==> src/rtl/tg_pkg.sv <==
package tg_pkg;
  localparam int NTRIG   = 4;   // trigger channels
  localparam int DLEN_W  = 4;   // width of programmed dead-time length
  localparam int DMAX    = 8;   // longest dead-time window in clocks
  localparam int CNT_W   = $clog2(DMAX + 1);
  localparam int NBUSY   = 5;   // busy sources merged
endpackage

==> src/rtl/tg_busy_merge.sv <==
module tg_busy_merge #(
  parameter int NSRC = 5
) (
  input  logic [NSRC-1:0] src,
  output logic            busy
);
  assign busy = |src;
endmodule

==> src/rtl/tg_dead_timer.sv <==
module tg_dead_timer
  import tg_pkg::*;
(
  input  logic              clk,
  input  logic              rst_n,
  input  logic              mode_local,
  input  logic              start,
  input  logic [DLEN_W-1:0] len,
  output logic              active
);
  logic [CNT_W-1:0] cnt_q;
  logic [CNT_W-1:0] len_eff;

  // lengths above the maximum saturate
  assign len_eff = (32'(len) > DMAX) ? CNT_W'(DMAX) : CNT_W'(len);

  always_ff @(posedge clk) begin
    if (!rst_n || !mode_local) begin
      cnt_q <= '0;
    end else if (start && len_eff != '0) begin
      cnt_q <= len_eff;
    end else if (cnt_q != '0) begin
      cnt_q <= cnt_q - 1'b1;
    end
  end

  assign active = (cnt_q != '0);
endmodule

==> src/rtl/tg_pulse_shaper.sv <==
module tg_pulse_shaper (
  input  logic clk,
  input  logic rst_n,
  input  logic fire,
  input  logic wide,
  output logic pulse
);
  logic fire_q;

  always_ff @(posedge clk) begin
    if (!rst_n) begin
      fire_q <= 1'b0;
      pulse  <= 1'b0;
    end else begin
      fire_q <= fire;
      pulse  <= fire | (wide & fire_q);
    end
  end
endmodule

==> src/rtl/trig_gate_top.sv <==
module trig_gate_top
  import tg_pkg::*;
(
  input  logic              clk,
  input  logic              rst_n,
  input  logic              mode_local,
  input  logic [NTRIG-1:0]  trig_in,
  input  logic              busy_ext,
  input  logic              busy_loc,
  input  logic              busy_dn,
  input  logic              pg_mask,
  input  logic              inhibit,
  input  logic              cfg_we,
  input  logic [DLEN_W-1:0] cfg_dead_len,
  input  logic              cfg_wide,
  input  logic              cfg_sw_busy,
  output logic [NTRIG-1:0]  trig_out,
  output logic              busy_up,
  output logic              busy_mon,
  output logic              status_busy
);
  logic [DLEN_W-1:0] dlen_q;
  logic              wide_q;
  logic              sw_busy_q;
  logic              dead_active;
  logic              busy_int;
  logic              gate_shut;
  logic [NTRIG-1:0]  accept;

  // configuration register
  always_ff @(posedge clk) begin
    if (!rst_n) begin
      dlen_q    <= '0;
      wide_q    <= 1'b0;
      sw_busy_q <= 1'b0;
    end else if (cfg_we) begin
      dlen_q    <= cfg_dead_len;
      wide_q    <= cfg_wide;
      sw_busy_q <= cfg_sw_busy;
    end
  end

  // busy sources
  tg_busy_merge #(.NSRC(NBUSY)) u_merge (
    .src  ({busy_ext, busy_loc, sw_busy_q, busy_dn, dead_active}),
    .busy (busy_int)
  );

  // gate
  assign gate_shut = busy_int | pg_mask | inhibit;
  assign accept    = gate_shut ? '0 : trig_in;

  // dead time
  tg_dead_timer u_dead (
    .clk        (clk),
    .rst_n      (rst_n),
    .mode_local (mode_local),
    .start      (|accept),
    .len        (dlen_q),
    .active     (dead_active)
  );

  // per-channel pulse shaping
  for (genvar g = 0; g < NTRIG; g++) begin : g_shape
    tg_pulse_shaper u_shape (
      .clk   (clk),
      .rst_n (rst_n),
      .fire  (accept[g]),
      .wide  (wide_q),
      .pulse (trig_out[g])
    );
  end

  // busy outputs
  assign busy_up  = mode_local ? busy_int : busy_ext;
  assign busy_mon = busy_int;

  always_ff @(posedge clk) begin
    if (!rst_n) status_busy <= 1'b0;
    else        status_busy <= busy_int;
  end
endmodule

==> config.mk <==
export PLATFORM = sky130hd
export DESIGN_NAME = trig_gate_top
export DESIGN_NICKNAME = d
export VERILOG_FILES = /design/src/rtl/tg_pkg.sv /design/src/rtl/tg_busy_merge.sv /design/src/rtl/tg_dead_timer.sv /design/src/rtl/tg_pulse_shaper.sv /design/src/rtl/trig_gate_top.sv
export SDC_FILE = /design/constraint.sdc
export NUM_CORES = 1
export LEC_CHECK = 0
export ABC_CLOCK_PERIOD_IN_PS = 2100
export BUFFER_PORTS_ARGS = -buffer_cell sky130_fd_sc_hd__buf_2
export CORE_MARGIN = 2
export CORE_UTILIZATION = 35
export CTS_BUF_LIST = sky130_fd_sc_hd__clkbuf_4 sky130_fd_sc_hd__clkbuf_8 sky130_fd_sc_hd__clkbuf_16
export DETAILED_ROUTE_END_ITERATION = 8
export PLACE_DENSITY_LB_ADDON = 0.25
export SKIP_CTS_REPAIR_TIMING = 1
export SYNTH_ARGS = -nofsm -noshare
export SYNTH_HDL_FRONTEND = slang
export SYNTH_SLANG_ARGS = --single-unit
==> constraint.sdc <==
create_clock -name clk -period 2.1 [get_ports clk]
set_input_delay 0.105 -clock clk [delete_from_list [all_inputs] [get_ports clk]]
set_output_delay 0.105 -clock clk [all_outputs]
set_load 0.03 [all_outputs]
==> results.py, run 1 <==
metrics = {
    "sta": {
        "report.final.slew_viol_count": 0,
        "final-hold-violation-count": 0,
        "fin_tns_setup_ps": 0,
        "setup_viol": 0,
        "fin_crit_sh_pct": 94.3,
        "worst_pin_slew_ps": 590,
        "period_needed_ps": 1980,
        "rsz0062_at_grt": "no",
        "max_freq_ghz": 0.505,
        "fin_skew_ps": 0.374,
        "slew-limit-headroom_pct": 60.3,
    },
    "synthesis": {
        "yosys_warnings": 0,
        "synth_nets": 104,
        "ys_ff_latch": 19,
        "synth_ff_type": "dfxtp_1",
        "synth_cells": 83,
        "synth_edf_count": 0,
        "asyncSetResetFlopFracSynth_pct": 0,
        "seq_area_frac_synth_pct": 45.0,
        "syn-cell-area_um2": 845,
        "syn_area_per_cell_um2": 10.2,
        "synthDistinctLibCells": 32,
    },
    "placement": {
        "dpl-instance-area_um2": 971,
        "io_buffers": 25,
        "dp.final_hpwl_um": 1300,
        "gp_congestion": 0.754,
    },
    "die": {
        "pin_count": 26,
        "die_w_um": 53.1,
        "die_area_um2": 2820,
        "rows": 17,
        "fp.coreArea_um2": 2250,
        "initial_utilization_pct": 37.5,
        "die_h_um": 53.1,
    },
    "global_routing": {
        "grt_pass1_wl_um": 2730,
        "gr-usage-all-layers_pct": 13.3,
        "grt_pass1_vias": 631,
        "antenna_found_initial": 0,
        "grt_max_degree": 11,
        "grt_overflow_total": 0,
    },
    "clock_tree": {
        "cts_root_buffer": "clkbuf_4",
        "clk-insertion-delay-late_ps": 290,
        "htree_levels": 1,
        "cts_tree": "yes",
        "cts.clk_slew.worst_paths_ps": 100,
        "numCtsBuffers": 3,
        "clock-sinks": 19,
        "clock_path_buffers": 2,
    },
    "finish": {
        "final_layout_size_suffix_gt1_share_pct": 34.6,
        "num_antenna_cells": 0,
        "fin_nets": 129,
        "post-route-util_pct": 44.4,
        "final_cell_mix": "buf_2 (25), dfxtp_1 (19), nor2_1 (8)",
        "fin_area_um2": 1000,
        "final_common_cell": "buf_2",
        "area_growth_pct": 18.5,
    },
    "drt": {
        "drt_pass1_iterations": 2,
        "drc": 0,
        "totalWireLength_um": 1610,
        "routed_via_density": 4.77,
        "ant_nets": 0,
        "vias": 644,
        "drt_iter0_markers": 5,
        "wl_per_cell_um": 11.9,
    },
    "worst_setup_path": {
        "required_ps": 2000,
        "path_max_fanout": 4,
        "crit_arrival_ps": 1880,
        "ff2ff_path_depth": 6,
        "cp-end-kind": "output pin",
        "worstSetupPathType": "reg -> out",
        "start_kind": "flip-flop",
    },
    "pwr": {
        "p_per_area_nw_per_um2": 891,
        "power_leakage_nw": 0.439,
        "power_w": 0.000891,
        "vdd_drop_max_mv": 0.445,
    },
    "min_path": {
        "hold_depth": 2,
        "hold_path.class": "in -> reg",
    },
    "status": {
        "status": "finished clean",
    },
    "flow_run": {
        "drv_cap": 0,
    },
}
[cells by family after synthesis]
kind of cell,after synthesis,synth area share (%)
buffers and inverters,9,5.78
AO/OA/AOI/OAI,14,12.4
flip-flops,19,45.0
XOR/XNOR,2,2.07
multiplexers,6,7.11
AND/OR/NAND/NOR,31,24.6
adder cells (fa/ha/maj),2,2.96
[flip-flops by register name, summed over array words and instances, names as in the netlist]
signal	count
dlen_q	4
g_shape.u_shape.fire_q	4
g_shape.u_shape.pulse	4
u_dead.cnt_q	4
status_busy	1
sw_busy_q	1
wide_q	1
[through the flow]
stage / std cells / setup slack, ps / hold WS [ps]
final: 135 / 120 / 45.6
after global routing: 135 / 3.63 / 44.9
after CTS: 135 / 108 / 41.6
after detailed placement: 131 / 167 / 347
after global placement: 131 / 228 / 341
after floorplan: 83 / 311 / 227
[per-layer routing]
metal	part of all wire [%]	vias up	GRT usage (%)	wire (um)
li1	-	341	-	-
met1	47	289	16.9	757
met2	48	12	21.9	772
met3	4.4	2	1.98	71
met4	0.62	0	6.41	10
met5	0	-	0	0
[synth_stat cells, drive strengths merged, types with 2 or more instances]
cell type | instances | area (um2)
a21oi | 4 | 20.0
a32o | 4 | 40.0
and2 | 4 | 25.0
buf | 4 | 30.0
dfxtp | 19 | 380
ha | 2 | 25.0
inv | 4 | 15.0
mux2i | 6 | 60.1
nand2 | 3 | 11.3
nand3b | 2 | 15.0
nor2 | 9 | 36.3
nor3 | 2 | 21.3
nor4 | 3 | 33.8
o21ai | 3 | 15.0
or3 | 2 | 12.5
[where the power goes]
part	switching [W]	internal [W]
registers	0.0000229	0.000388
clock network	0.000109	0.0000868
logic	0.000154	0.000131
total	0.000286	0.000606
[path summary, 6_finish.rpt]
path / start / to / slack (ps)
min reg2reg: g_shape[3].u_shape.fire_q$_SDFF_PN0_ / g_shape[3].u_shape.pulse$_SDFF_PN0_ / 490
min: trig_in[1] / g_shape[1].u_shape.fire_q$_SDFF_PN0_ / 50
max: u_dead.cnt_q[0]$_SDFFE_PP0P_ / busy_mon / 120
max reg2reg: u_dead.cnt_q[0]$_SDFFE_PP0P_ / u_dead.cnt_q[1]$_SDFFE_PP0P_ / 190
[worst max-delay path, stage by stage (launching register included)]
cell and delay [ps]:
dfxtp_1 350, inv_1 80, ha_1 180, or3b_2 510
nor2_2 190, inv_2 80, buf_2 190
[area by class of cell]
type	instances	area (um2)
fillers	254	1250
repair buffers	25	125
multi-input cells	55	415
well taps	28	35.0
flip-flops and latches	19	380
inverters	4	15.0
clock buffers	4	30.0
(Power assumes the default switching activity.)
==> run 2: changes to the inputs <==
Settings changed: ABC_CLOCK_PERIOD_IN_PS 2100 to 2300.
Clock period 2.1 ns to 2.3 ns, I/O delays scaled along.
==> run 2 against run 1 <==
  * Global-route usage grew 0.059 points
  * Clock power shrank 12%
  * Sequential share of layout area is the same
  * Core utilization is the same
  * Flip-flop and latch count is the same
==> results.py, run 2 (synthesis results as in run 1) <==
metrics = {
    "status": {
        "status": "finished clean",
    },
    "placement": {
        "io_buffers": 25,
        "place_ws_ps": 367,
        "placed_cells": 131,
        "dpl-instance-area_um2": 971,
        "dp.final_hpwl_um": 1300,
        "gp_congestion": 0.754,
    },
    "drt": {
        "drt_pass1_iterations": 4,
        "routed_via_density": 4.85,
        "totalWireLength_um": 1580,
        "drt_iter0_markers": 6,
        "wl_per_cell_um": 11.7,
        "ant_nets": 0,
        "drc": 0,
        "vias": 655,
    },
    "pwr": {
        "vdd_drop_max_mv": 0.410,
        "power_leakage_nw": 0.439,
        "p_per_area_nw_per_um2": 804,
    },
    "sta": {
        "worst_pin_slew_ps": 599,
        "holdWs_ps": 58.1,
        "setup_viol": 0,
        "final-hold-violation-count": 0,
        "fin_crit_sh_pct": 85.9,
        "max_freq_ghz": 0.506,
        "report.final.slew_viol_count": 0,
        "setup_ws_ps": 324,
        "rsz0062_at_grt": "no",
        "period_needed_ps": 1980,
        "slew-limit-headroom_pct": 59.7,
        "fin_tns_setup_ps": 0,
        "fin_skew_ps": 3.14,
    },
    "finish": {
        "num_antenna_cells": 0,
        "fin_area_um2": 1000,
        "final_layout_size_suffix_gt1_share_pct": 34.6,
        "area_growth_pct": 18.5,
        "final_cell_mix": "buf_2 (25), dfxtp_1 (19), nor2_1 (8)",
        "final_common_cell": "buf_2",
        "fin_nets": 129,
        "layoutNonFillerInstCount": 135,
    },
    "clock_tree": {
        "clock-sinks": 19,
        "clk-insertion-delay-late_ps": 280,
        "cts_tree": "yes",
        "numCtsBuffers": 3,
        "htree_levels": 1,
        "clock_path_buffers": 2,
        "cts_root_buffer": "clkbuf_4",
        "cts.clk_slew.worst_paths_ps": 100,
    },
    "die": {
        "die_area_um2": 2820,
        "fp.coreArea_um2": 2250,
        "pin_count": 26,
        "die_w_um": 53.1,
        "rows": 17,
        "die_h_um": 53.1,
        "initial_utilization_pct": 37.5,
    },
    "global_routing": {
        "gr-usage-all-layers_pct": 13.4,
        "grt_overflow_total": 0,
        "grt_pass1_wl_um": 2710,
        "grt_pass1_vias": 615,
        "antenna_found_initial": 0,
        "grt_max_degree": 11,
    },
    "worst_setup_path": {
        "start_kind": "flip-flop",
        "regToRegEndpoint": "u_dead.cnt_q[1]$_SDFFE_PP0P_",
        "path_max_fanout": 4,
        "ff2ff_path_depth": 6,
        "cp-end-kind": "output pin",
        "timing.rr.start": "u_dead.cnt_q[0]$_SDFFE_PP0P_",
        "required_ps": 2180,
        "r2r_slack_ps": 370,
        "worstSetupPathType": "reg -> out",
        "crit_arrival_ps": 1860,
    },
    "min_path": {
        "hold_path.class": "in -> reg",
        "hold_depth": 2,
        "min_to": "g_shape[1].u_shape.fire_q$_SDFF_PN0_",
        "hold_start": "trig_in[1]",
    },
    "flow_run": {
        "drv_cap": 0,
    },
}
-- run 2: layer usage --
| metal | vias to the layer above | wire, um | part of all wire, % | GRT usage (%) |
|---|---|---|---|---|
| met4 | 0 | 12 | 0.76 | 6.41 |
| met5 | - | 0 | 0 | 0 |
| met3 | 2 | 71 | 4.5 | 1.98 |
| met1 | 296 | 720 | 46 | 17.2 |
| li1 | 345 | - | - | - |
| met2 | 12 | 777 | 49 | 21.7 |
-- run 2: critical path: stages, from the launching register on --
cell and delay (ps):
dfxtp_1 340, inv_1 80, ha_1 180, or3b_2 510
nor2_2 190, inv_2 80, buf_2 190
-- run 2: power by group --
group	switching, W	total, W	leakage (nW)	internal (W)
Clock	0.0000929	0.000172	0.0184	0.0000791
Combinational	0.000140	0.000257	0.266	0.000117
Sequential	0.0000206	0.000375	0.155	0.000355
Total	0.000254	0.000804	0.439	0.000551
-- run 2: area by class of cell --
class / instances / area, um2
fill: 247 / 1250
multi-input combinational: 55 / 415
sequential: 19 / 380
timing repair buffer: 25 / 125
tap: 28 / 35.0
clock buffer: 4 / 30.0
inverter: 4 / 15.0
-- run 2: per-stage QoR --
step | power, W | util, %
after global placement | 0.000647 | 43.1
after global routing | 0.000867 | 44.4
final | 0.000804 | 44.4
after detailed placement | 0.000644 | 43.1
after floorplan | 0.000583 | -
after CTS | 0.000816 | 44.4
-- run 2: worst max-delay path by stage --
stage	start	endpoint	slack [ps]	cells past startpoint
CTS	u_dead.cnt_q[0]$_SDFFE_PP0P_	busy_mon	300	6
finish	u_dead.cnt_q[0]$_SDFFE_PP0P_	busy_mon	320	6
detailed placement	u_dead.cnt_q[0]$_SDFFE_PP0P_	u_dead.cnt_q[1]$_SDFFE_PP0P_	370	6
global route	u_dead.cnt_q[1]$_SDFFE_PP0P_	u_dead.cnt_q[1]$_SDFFE_PP0P_	190	6
global placement	u_dead.cnt_q[0]$_SDFFE_PP0P_	u_dead.cnt_q[1]$_SDFFE_PP0P_	430	6
floorplan	u_dead.cnt_q[0]$_SDFFE_PP0P_	u_dead.cnt_q[1]$_SDFFE_PP0P_	510	6
==> run 3: changes to the inputs <==
Settings changed: ABC_CLOCK_PERIOD_IN_PS 2300 to 1850, CELL_PAD_IN_SITES_DETAIL_PLACEMENT from default to 0, CELL_PAD_IN_SITES_GLOBAL_PLACEMENT from default to 1.
Clock period 2.3 ns to 1.85 ns, I/O delays scaled along.
==> run 3 against run 2 <==
  * Non-clock buffer count is 3 higher
  * Sequential power is 25% higher
  * Sequential share of layout area is 1.1 points lower
  * Count of clock-buffer cells in the layout is 1 lower
  * Register-to-register slack worse by 240 ps
  * Wire length is 6.7% higher
  * Core utilization is 1.5 points higher
  * Hold slack worse by 35 ps
  * Via count is 4.6% higher
  * Total power is 31% higher
  * Largest cell class unchanged
==> results.py, run 3 (synthesis results as in run 1) <==
metrics = {
    "status": {
        "status": "finished clean",
    },
    "clock_tree": {
        "clk-insertion-delay-late_ps": 300,
        "clock-sinks": 19,
        "htree_levels": 1,
        "cts_tree": "yes",
        "cts_root_buffer": "clkbuf_4",
        "clock_path_buffers": 2,
        "cts.clk_slew.worst_paths_ps": 120,
        "numCtsBuffers": 3,
    },
    "worst_setup_path": {
        "critPathTopFamily": "simple AND/OR/NAND/NOR gates",
        "path_max_fanout": 4,
        "cp-end-kind": "output pin",
        "cp_slowest_cell": "or3b_4",
        "critPathMaxStageDelay_ps": 410,
        "cpMostUsedCell": "inv_2",
        "ff2ff_path_depth": 4,
        "crit_arrival_ps": 1650,
        "worstSetupPathType": "reg -> out",
        "path_depth": 6,
        "start_kind": "flip-flop",
        "crit_buf_inv": 3,
        "path_cells": "inv_2 > ha_2 > or3b_4 > nor2_4 > inv_2 > buf_2",
        "required_ps": 1760,
    },
    "min_path": {
        "hold_path.class": "in -> reg",
        "hold_depth": 3,
    },
    "finish": {
        "n_fill_cell": 241,
        "final_common_cell": "buf_2",
        "final_cell_mix": "buf_2 (24), dfxtp_1 (18), nor2_1 (8)",
        "num_antenna_cells": 0,
        "final_layout_size_suffix_gt1_share_pct": 40.0,
        "fin_nets": 132,
        "post-route-util_pct": 45.9,
        "area_growth_pct": 22.5,
    },
    "pwr": {
        "power.clock.fraction_pct": 19.9,
        "power_leakage_nw": 0.454,
        "p_int_w": 0.000706,
        "p_sw_share_pct": 33.0,
        "p_seq_share_pct": 44.4,
        "p_per_area_nw_per_um2": 1020,
        "p_comb_share_pct": 35.7,
        "p_sw_w": 0.000348,
        "vdd_drop_max_mv": 0.524,
    },
    "sta": {
        "rsz0062_at_grt": "no",
        "setup_viol": 0,
        "report.final.slew_viol_count": 0,
        "final-hold-violation-count": 0,
        "holdWs_ps": 23.0,
        "fin_crit_sh_pct": 94.0,
        "max_freq_ghz": 0.575,
        "worst_pin_slew_ps": 507,
        "slew-limit-headroom_pct": 66.1,
        "fin_skew_ps": 9.99,
        "period_needed_ps": 1740,
    },
    "placement": {
        "io_buffers": 25,
        "gp_congestion": 0.703,
        "dp.final_hpwl_um": 1380,
    },
    "global_routing": {
        "gr-usage-all-layers_pct": 14.4,
        "grt_pass1_wl_um": 2920,
        "grt_max_degree": 12,
        "grt_overflow_total": 0,
        "grt_pass1_vias": 704,
        "antenna_found_initial": 0,
    },
    "die": {
        "initial_utilization_pct": 37.5,
        "die_h_um": 53.1,
        "die_area_um2": 2820,
        "fp.coreArea_um2": 2250,
        "die_w_um": 53.1,
        "pin_count": 26,
        "rows": 17,
    },
    "drt": {
        "wl_per_cell_um": 12.2,
        "totalWireLength_um": 1690,
        "drt_iter0_markers": 5,
        "ant_nets": 0,
        "drt_pass1_iterations": 4,
        "drc": 0,
        "routed_via_density": 4.96,
        "vias": 685,
    },
    "flow_run": {
        "drv_cap": 0,
    },
}
[run 3: changes by cell type in the layout (fill, tap and decap cells not counted), sizes merged]
cell,previous run,this run
buf,25,28
clkinv,0,1
clkbuf,4,3
[run 3: metrics by stage]
stage	std cells	setup WS, ps	total power, W	cell area, um2	setup TNS [ps]
2_1_floorplan	83	61.2	0.000724	845	0
3_3_place_gp	134	19.4	0.000806	993	0
3_5_place_dp	134	-36.3	0.000813	993	-40.8
4_1_cts	138	-154	0.00102	1020	-325
5_1_grt	138	21.4	0.00113	1030	0
6_report	138	111	0.00105	1030	0
[run 3: worst paths after layout]
path	startpoint	slack [ps]	end
max reg2reg	sw_busy_q$_SDFFE_PN0P_	130	u_dead.cnt_q[1]$_SDFFE_PP0P_
min reg2reg	g_shape[2].u_shape.fire_q$_SDFF_PN0_	510	g_shape[2].u_shape.pulse$_SDFF_PN0_
min	cfg_dead_len[1]	20	dlen_q[1]$_SDFFE_PN0P_
max	u_dead.cnt_q[1]$_SDFFE_PP0P_	110	busy_mon
[run 3: area by class of cell]
class | instances | area (um2) | share of cell area, %
multi-input cells | 55 | 425 | 41.1
flip-flops and latches | 19 | 382 | 36.9
clock inverters | 1 | 5.00 | 0.484
clock buffers | 3 | 22.5 | 2.18
repair buffers | 28 | 150 | 14.5
inverters | 4 | 15.0 | 1.45
well taps | 28 | 35.0 | 3.39
[run 3: layer usage]
layer | global-route usage (%) | part of all wire [%]
met1 | 15.2 | 41
met2 | 26.7 | 52
met3 | 3.39 | 5.2
met4 | 6.41 | 1.6
met5 | 0 | 0
[run 3: worst min-delay path, cell delays in order]
cell	delay, ps
buf_2	70
mux2i_1	50
nor2_1	70
[run 3: power by group through the flow]
stage                     clock (W)  combinational [W]  sequential [W]
after floorplan                   0           0.000252        0.000473
after global placement            0           0.000334        0.000472
after detailed placement          0           0.000340        0.000473
after CTS                  0.000216           0.000342        0.000463
after global routing       0.000241           0.000416        0.000471
final                      0.000210           0.000376        0.000467
